## config.mk

```make
export PLATFORM = sky130hd
export DESIGN_NAME = sclClockDivider
export DESIGN_NICKNAME = d
export VERILOG_FILES = /design/src/rtl/sclDivPkg.sv /design/src/rtl/sclDivCtrl.sv /design/src/rtl/sclDivDatapath.sv /design/src/rtl/sclClockDivider.sv
export SDC_FILE = /design/constraint.sdc
export NUM_CORES = 1
export LEC_CHECK = 0
export BUFFER_PORTS_ARGS = -buffer_cell sky130_fd_sc_hd__clkbuf_2
export CAP_MARGIN = 20
export CORE_MARGIN = 5
export CORE_UTILIZATION = 45
export CTS_BUF_LIST = sky130_fd_sc_hd__clkbuf_8
export DETAILED_ROUTE_END_ITERATION = 8
export GPL_ROUTABILITY_DRIVEN = 0
export HOLD_SLACK_MARGIN = 0.05
export PLACE_DENSITY_LB_ADDON = 0.3
export SETUP_SLACK_MARGIN = 0.02
export SLEW_MARGIN = 20
export SYNTH_ARGS = -nofsm -noshare
export SYNTH_HDL_FRONTEND = slang
export SYNTH_SLANG_ARGS = --single-unit
```

## constraint.sdc

```tcl
create_clock -name clk -period 3.83 [get_ports clk]
set_clock_uncertainty 0.15 [all_clocks]
set_input_delay 0 -clock clk [delete_from_list [all_inputs] [get_ports clk]]
set_output_delay 0 -clock clk [all_outputs]
set_load 0.005 [all_outputs]
```

## src/rtl/sclDivPkg.sv

```systemverilog
package sclDivPkg;

  // Field widths of the divider setting
  localparam int THP_W   = 8;
  localparam int PRESC_W = 3;
  localparam int MDIV_W  = 4;
  localparam int CTRL_W  = PRESC_W + MDIV_W;

  // One complete divider setting
  typedef struct packed {
    logic [THP_W-1:0]   halfPeriod;
    logic [PRESC_W-1:0] prescExp;
    logic [MDIV_W-1:0]  linDiv;
  } divCfgT;

  // Strobes from control to datapath
  typedef struct packed {
    logic holdCount;   // freeze every counter this cycle
    logic cfgLoad;     // adopt the staged setting at this edge
  } ctrlStrobeT;

endpackage

```

## src/rtl/sclDivCtrl.sv

```systemverilog
module sclDivCtrl
  import sclDivPkg::*;
#(
  parameter int THP_MIN          = 5,
  parameter int MDIV_MIN         = 2,
  parameter int TICKS_PER_PERIOD = 10
) (
  input  logic               clk,
  input  logic               rstN,
  input  logic [THP_W-1:0]   halfPeriodCfg,
  input  logic [CTRL_W-1:0]  clkCtrlCfg,
  input  logic               sclIn,
  input  logic               tickNow,
  output divCfgT             stagedCfg,
  output ctrlStrobeT         strobe,
  output logic               sampleTick,
  output logic               sclDriveLow,
  output logic               sclHigh
);

  localparam int IDX_W = $clog2(TICKS_PER_PERIOD);
  localparam logic [IDX_W-1:0]   IDX_LAST   = IDX_W'(TICKS_PER_PERIOD - 1);
  localparam logic [IDX_W-1:0]   IDX_HALF   = IDX_W'(TICKS_PER_PERIOD / 2);
  localparam logic [THP_W-1:0]   THP_FLOOR  = THP_W'(THP_MIN);
  localparam logic [MDIV_W-1:0]  MDIV_FLOOR = MDIV_W'(MDIV_MIN);

  logic [IDX_W-1:0]   tickIdx;
  logic [MDIV_W-1:0]  linRaw;
  logic [PRESC_W-1:0] prescRaw;
  logic               phaseHigh;
  logic               lastTick;

  // Field decode of the control byte: linear divider above the exponent
  assign linRaw   = clkCtrlCfg[PRESC_W +: MDIV_W];
  assign prescRaw = clkCtrlCfg[PRESC_W-1:0];

  // Clamp to the usable range before staging
  always_comb begin
    stagedCfg.halfPeriod = (halfPeriodCfg < THP_FLOOR) ? THP_FLOOR : halfPeriodCfg;
    stagedCfg.linDiv     = (linRaw < MDIV_FLOOR) ? MDIV_FLOOR : linRaw;
    stagedCfg.prescExp   = prescRaw;
  end

  assign phaseHigh = (tickIdx >= IDX_HALF);
  assign lastTick  = (tickIdx == IDX_LAST);

  // Stretching: released phase but line still low
  assign strobe.holdCount = phaseHigh && !sclIn;
  assign strobe.cfgLoad   = tickNow && lastTick;

  always_ff @(posedge clk or negedge rstN) begin
    if (!rstN) begin
      tickIdx    <= '0;
      sampleTick <= 1'b0;
    end else begin
      sampleTick <= tickNow;
      if (tickNow) begin
        tickIdx <= lastTick ? '0 : tickIdx + 1'b1;
      end
    end
  end

  assign sclDriveLow = !phaseHigh;
  assign sclHigh     = phaseHigh;

endmodule

```

## src/rtl/sclDivDatapath.sv

```systemverilog
module sclDivDatapath
  import sclDivPkg::*;
#(
  parameter int THP_RST   = 24,
  parameter int MDIV_RST  = 2,
  parameter int PRESC_RST = 0
) (
  input  logic       clk,
  input  logic       rstN,
  input  divCfgT     stagedCfg,
  input  ctrlStrobeT strobe,
  output logic       tickNow
);

  // Prescaler count reaches 2^N - 1 at most
  localparam int PCNT_W = (1 << PRESC_W) - 1;

  divCfgT              activeCfg;
  logic [THP_W-1:0]    halfCnt;
  logic                halfLvl;
  logic [PCNT_W-1:0]   prescCnt;
  logic [PCNT_W-1:0]   prescTop;
  logic [MDIV_W-1:0]   linCnt;
  logic                halfEnd;
  logic                cycleEnd;
  logic                prescEnd;
  logic                linEnd;

  assign prescTop = PCNT_W'((32'd1 << activeCfg.prescExp) - 32'd1);

  assign halfEnd  = (halfCnt == activeCfg.halfPeriod);
  assign cycleEnd = halfEnd && halfLvl;
  assign prescEnd = (prescCnt == prescTop);
  assign linEnd   = (linCnt == activeCfg.linDiv);
  assign tickNow  = cycleEnd && prescEnd && linEnd && !strobe.holdCount;

  // Active setting, swapped only on the boundary strobe
  always_ff @(posedge clk or negedge rstN) begin
    if (!rstN) begin
      activeCfg.halfPeriod <= THP_W'(THP_RST);
      activeCfg.linDiv     <= MDIV_W'(MDIV_RST);
      activeCfg.prescExp   <= PRESC_W'(PRESC_RST);
    end else if (strobe.cfgLoad) begin
      activeCfg <= stagedCfg;
    end
  end

  // Stage 1: half-period counter toggling an internal clock
  always_ff @(posedge clk or negedge rstN) begin
    if (!rstN) begin
      halfCnt <= '0;
      halfLvl <= 1'b0;
    end else if (!strobe.holdCount) begin
      if (halfEnd) begin
        halfCnt <= '0;
        halfLvl <= ~halfLvl;
      end else begin
        halfCnt <= halfCnt + 1'b1;
      end
    end
  end

  // Stage 2: power-of-two prescaler
  always_ff @(posedge clk or negedge rstN) begin
    if (!rstN) begin
      prescCnt <= '0;
    end else if (!strobe.holdCount && cycleEnd) begin
      prescCnt <= prescEnd ? '0 : prescCnt + 1'b1;
    end
  end

  // Stage 3: linear divider
  always_ff @(posedge clk or negedge rstN) begin
    if (!rstN) begin
      linCnt <= '0;
    end else if (!strobe.holdCount && cycleEnd && prescEnd) begin
      linCnt <= linEnd ? '0 : linCnt + 1'b1;
    end
  end

endmodule

```

## src/rtl/sclClockDivider.sv

```systemverilog
module sclClockDivider
  import sclDivPkg::*;
#(
  parameter int THP_MIN          = 5,
  parameter int MDIV_MIN         = 2,
  parameter int THP_RST          = 24,
  parameter int MDIV_RST         = 2,
  parameter int PRESC_RST        = 0,
  parameter int TICKS_PER_PERIOD = 10
) (
  input  logic              clk,
  input  logic              rstN,
  input  logic [THP_W-1:0]  halfPeriodCfg,
  input  logic [CTRL_W-1:0] clkCtrlCfg,
  input  logic              sclIn,
  output logic              sampleTick,
  output logic              sclDriveLow,
  output logic              sclHigh
);

  divCfgT     stagedCfg;
  ctrlStrobeT strobe;
  logic       tickNow;

  sclDivCtrl #(
    .THP_MIN          (THP_MIN),
    .MDIV_MIN         (MDIV_MIN),
    .TICKS_PER_PERIOD (TICKS_PER_PERIOD)
  ) ctrlInst (
    .clk           (clk),
    .rstN          (rstN),
    .halfPeriodCfg (halfPeriodCfg),
    .clkCtrlCfg    (clkCtrlCfg),
    .sclIn         (sclIn),
    .tickNow       (tickNow),
    .stagedCfg     (stagedCfg),
    .strobe        (strobe),
    .sampleTick    (sampleTick),
    .sclDriveLow   (sclDriveLow),
    .sclHigh       (sclHigh)
  );

  sclDivDatapath #(
    .THP_RST   (THP_RST),
    .MDIV_RST  (MDIV_RST),
    .PRESC_RST (PRESC_RST)
  ) dpInst (
    .clk       (clk),
    .rstN      (rstN),
    .stagedCfg (stagedCfg),
    .strobe    (strobe),
    .tickNow   (tickNow)
  );

endmodule

```

; After elaboration in Yosys (flattened, before gate mapping)
; Index checks and enable logic that the tools add are counted.
[word_totals]
regBits = 40
in_bits = 18
elab_cells = 42
output_inout_bits = 3
[classes]
bitwise = 2
n_eq_ne = 4
n_shift = 1
reduce_logical = 12
order_cmp = 3
addsub = 5
n_mux = 6
[op_table]
columns = op, n
row1 = two-way mux 8 bit, 2
row2 = two-way mux 4 bit, 3
row3 = "adder 4 x 1 -> 4 bit, second input constant", 2
row4 = "adder 8 x 1 -> 8 bit, second input constant", 1
row5 = == test 8 bit, 1
row6 = logical AND 1 bit, 8
row7 = "less-than comparator 8 x 3 -> 1 bit, second input constant", 1
row8 = "adder 7 x 1 -> 7 bit, second input constant", 1
row9 = == test 7 bit, 1
row10 = two-way mux 7 bit, 1
row11 = "<< shifter 1 x 3 -> 7 bit, first input constant", 1
row12 = "subtractor 7 x 1 -> 7 bit, second input constant", 1
row13 = == test 4 bit, 1
row14 = "== test 4 bit, second input constant", 1
row15 = "greater-or-equal comparator 4 x 3 -> 1 bit, second input constant", 1
row16 = "less-than comparator 4 x 2 -> 1 bit, second input constant", 1
row17 = logical NOT 1 bit, 3
row18 = NOT 1 bit, 2
row19 = AND reduction 2 bit, 1

; Longest topological paths before layout
[logic_depth]
depth_word = 7
mapped_depth = 9
mapped_depth_nobuf = 6

; Hierarchy
; From an unflattened synthesis, not the netlist that was laid out.
[unflattened]
cells_unflattened = 218
area_unflattened_um2 = 2249.7
[modules_own_cells]
columns = mod, seq_area_each_um2, area_per_inst_um2, cells_each, instances
row1 = sclDivDatapath, 879.6, 1911.8, 177, 1
row2 = sclDivCtrl, 125.1, 337.8, 41, 1

; Least setup slack after synthesis
; OpenSTA, ideal clock, no wires.
[synth_timing]
path_type = reg2reg
start = reg dpInst.activeCfg[11] (netlist bit)
end = reg dpInst.activeCfg[0] (netlist bit)
slack_ns = 1.243
arrival_ns = 2.309
t_required_ns = 3.553
setup_ns = 0.127
stages_incl_launch_ff = 8
cell_sequence = dfstp_2 > xor2_1 > nor4_4 > nand4_2 > or4_4 > nor2_8 > buf_6 > mux2_1
[synth_between]
elab_chain_len = 6
[synth_lines]
columns = item, line_no
row1 = "start, declared", sclDivDatapath.sv:18  ; divCfgT activeCfg;
row2 = "start signal, assigned", sclDivDatapath.sv:44  ; activeCfg <= stagedCfg;
row3 = == test 8 bit, sclDivDatapath.sv:31  ; assign halfEnd = (halfCnt == activeCfg.halfPeriod);
row4 = logical AND 1 bit, sclDivDatapath.sv:32  ; assign cycleEnd = halfEnd && halfLvl;
row5 = logical AND 1 bit (3 in series), sclDivDatapath.sv:35  ; assign tickNow = cycleEnd && prescEnd && linEnd && !strobe.holdCount;
row6 = logical AND 1 bit, sclDivCtrl.sv:49  ; assign strobe.cfgLoad = tickNow && lastTick;
; Every way passes these cells.
; A chain may end at the register's enable or synchronous reset.

; Worst setup path after layout
[layout_timing]
start = reg dpInst.activeCfg[11] (netlist bit)
end = reg dpInst.activeCfg[2] (netlist bit)
; The elaborated chain is that of the path after synthesis.

==> flow_summary.ini <==
[die]
start_util_pct = 46.95
die_h_um = 80.43
die_area_um2 = 6469
coreArea_um2 = 4755
io_pins = 21
rows = 25
die_w_um = 80.43

[flow_run]
drv_cap = 0

[setup_path]
crit_type = reg2reg
path_max_fanout = 18
end_kind = flip-flop
cp_top_family = simple AND/OR/NAND/NOR gates
critPathMaxStageDelay_ns = 0.56
crit_slowest_cell = or4_4
path_buf_inv = 1
worst_ep_arrival_time_ns = 2.76
start_kind = flip-flop
worstPathRequired_ns = 3.85
crit_chain = xor2_1 > nor4_4 > nand4_2 > buf_4 > or4_4 > nor2_8 > mux2_1

[global_routing]
grt_util_all_layers_pct = 15.48
overflow = 0
grt_pass1_wl_um = 7824
grt_pass1_vias = 1745
grt_max_degree = 41
antenna_found_initial = 0

[logic_synthesis]
synth_edf_count = 0
netlist.area_leader.share_pct = 41.48
ys_types = 48
synth_warnings = 0
ys.flop_type = dfrtp_1
yosysTopAreaCell = dfrtp_1
ys_seq_area_share_pct = 45.01
synthArstFlopShare_pct = 100.0
ys_top_cells_by_area = dfrtp_1 41%, mux2_1 6.6%, xor2_1 6.3%
synth_area_um2 = 2232
synthCells = 214
syn_area_per_cell_um2 = 10.43
synth_nets = 235
synth_seq_cells = 40

[place]
placed_area_um2 = 2380
port_buffers = 20
placed_cells = 295
dp_hpwl_um = 3039

[power_and_ir_drop]
power_density_nw_per_um2 = 390.2
p_leak_nw = 1.251
ir_drop_mv = 0.2312
total_power_mw = 1.034

[routing]
via_per_inst = 5.249
drtAntennaViolNets = 0
avgRoutedWirePerCell_um = 13.59
totalWireLength_um = 4361
drc_errors = 0
via_count = 1685
drt-pass1-iter-count = 4
drt_first_iter_violations = 47

[timing]
tns_ns = 0
holdWs_ns = 0.2262
fin_crit_ns = 2.745
finalMaxSlewViolations = 0
hold_viol = 0
worst-slew-pin-transition_ns = 0.8739
setup_violations = 0
fin_crit_sh_pct = 71.68
fmaxAchievable_ghz = 0.3643
max_slew_margin_pct = 41.74
rsz0062_at_grt = false

[clock_network]
ctsLongestPathBuffers = 2
cts.sinks = 40
htree_levels = 2
path_clk_slew_ns = 0.07
cts_made_buffers = 5
cts_root_buf = clkbuf_8
clk_latency_ns = 0.29
cts_resized = 0
cts_tree = done

[final_layout]
finalNetCount = 274
n_antenna_cell = 0
drive_gt1_share_pct = 14.57
syn_to_final_growth_pct = 18.72
final_cells = 321
final_area_um2 = 2650

[run_status]
status = completed

[worst_hold_path]
hold_class = in2async
cell families (layout without fill, tap and decap cells):
family | count (synthesis) | in the layout | share of synthesized area, %
adders and majority gates | 3 | 3 | 1.682
buffers and inverters | 12 | 52 | 2.803
xor gates and xnor gates | 19 | 19 | 7.455
DFF | 40 | 40 | 45.01
AOI/OAI and AO/OA | 40 | 40 | 12.61
muxes | 16 | 16 | 7.904
and+or+nand+nor | 84 | 84 | 22.53
cell type report:
class | count | area (µm²)
Inverter | 5 | 18.77
Sequential cell | 40 | 1005
Clock inverter | 2 | 7.507
Tap cell | 67 | 83.83
Multi-Input combinational cell | 162 | 1165
Fill cell | 432 | 2105
Clock buffer | 6 | 82.58
Timing Repair Buffer | 39 | 287.8
flip-flops by register name (all words and copies together) (netlist names):
name / count
dpInst.activeCfg: 15
dpInst.halfCnt: 8
ctrlInst.sampleTick: 1
ctrlInst.tickIdx: 4
dpInst.linCnt: 4
dpInst.halfLvl: 1
dpInst.prescCnt: 7
cell usage after synthesis (4+ instances only):
library cell and n:
dfrtp_1 37, nand2b_1 4, xor2_1 16, nor2_1 14, nand3_1 9, a21o_1 7
mux2_1 13, inv_1 5, o21ai_0 9, nor4_1 5, nand2_1 22, nor3_1 6
worst paths after layout:
check / start / endpoint / cells past startpoint / slack (ns)
max: dpInst.activeCfg[11] / dpInst.activeCfg[2] / 7 / 1.08
min: rstN / dpInst.prescCnt[2] / 2 / 0.23
min reg2reg: dpInst.activeCfg[3] / dpInst.activeCfg[3] / 1 / 0.36
max reg2reg: dpInst.activeCfg[11] / dpInst.activeCfg[2] / 7 / 1.08
min in group clk: clkCtrlCfg[0] / dpInst.activeCfg[4] / 3 / 0.33
max in group asynchronous: rstN / dpInst.activeCfg[7] / 2 / 2.77
placed cells by master (no fill, tap or decap), types with 2 or more instances in the layout:
master and count:
nor4_4 3, dlygate4sd3_1 18, mux2i_1 3, and3_1 3, dfrtp_1 37, nand2b_1 4
o31ai_1 3, nor3_1 6, or4_1 2, nand4_1 2, ha_1 3, mux2_1 13
or2_1 2, nor4b_1 3, xnor2_1 3, clkbuf_8 6, nand3_1 9, o31a_1 2
dfstp_2 3, a21o_1 7, clkbuf_2 19, a22oi_1 2, nor2_1 14, o21ai_1 2
inv_1 7, o21a_1 2, o21ai_0 9, and2_1 2, nand3b_1 2, a21oi_1 3
nor4_1 5, nand2_1 22, xor2_1 16
worst register-to-register path: stages (launching register included):
cell	delay, ns
dfstp_2	0.54
xor2_1	0.09
nor4_4	0.31
nand4_2	0.12
buf_4	0.21
or4_4	0.56
nor2_8	0.27
mux2_1	0.37
where the power goes:
part	leakage, nW	switching (mW)	internal (mW)
combinational	0.690	0.118	0.0982
sequential	0.507	0.0695	0.473
clock	0.0538	0.135	0.141
per-layer routing:
metal	GRT usage [%]	routed length, µm	up-vias
met5	0	0	-
met4	4.899	49	0
met3	3.475	133	5
met2	26.82	2195	21
met1	19.00	1982	798
li1	-	-	861
metrics by stage:
| step | utilization, % | worst slack, ns |
|---|---|---|
| 4_1_cts | 55.74 | 1.063 |
| 2_1_floorplan | - | 1.243 |
| 3_5_place_dp | 50.05 | 1.067 |
| 5_1_grt | 55.74 | 0.9512 |
| 3_3_place_gp | 50.05 | 1.116 |
| 6_report | 55.74 | 1.085 |
what timing repair did:
item,4_1_cts,5_1_grt
setup buffers,0,0
hold buffers,18,0
endpoints found under the hold margin,56,0
No activity file was read; power rests on OpenSTA's default activity.
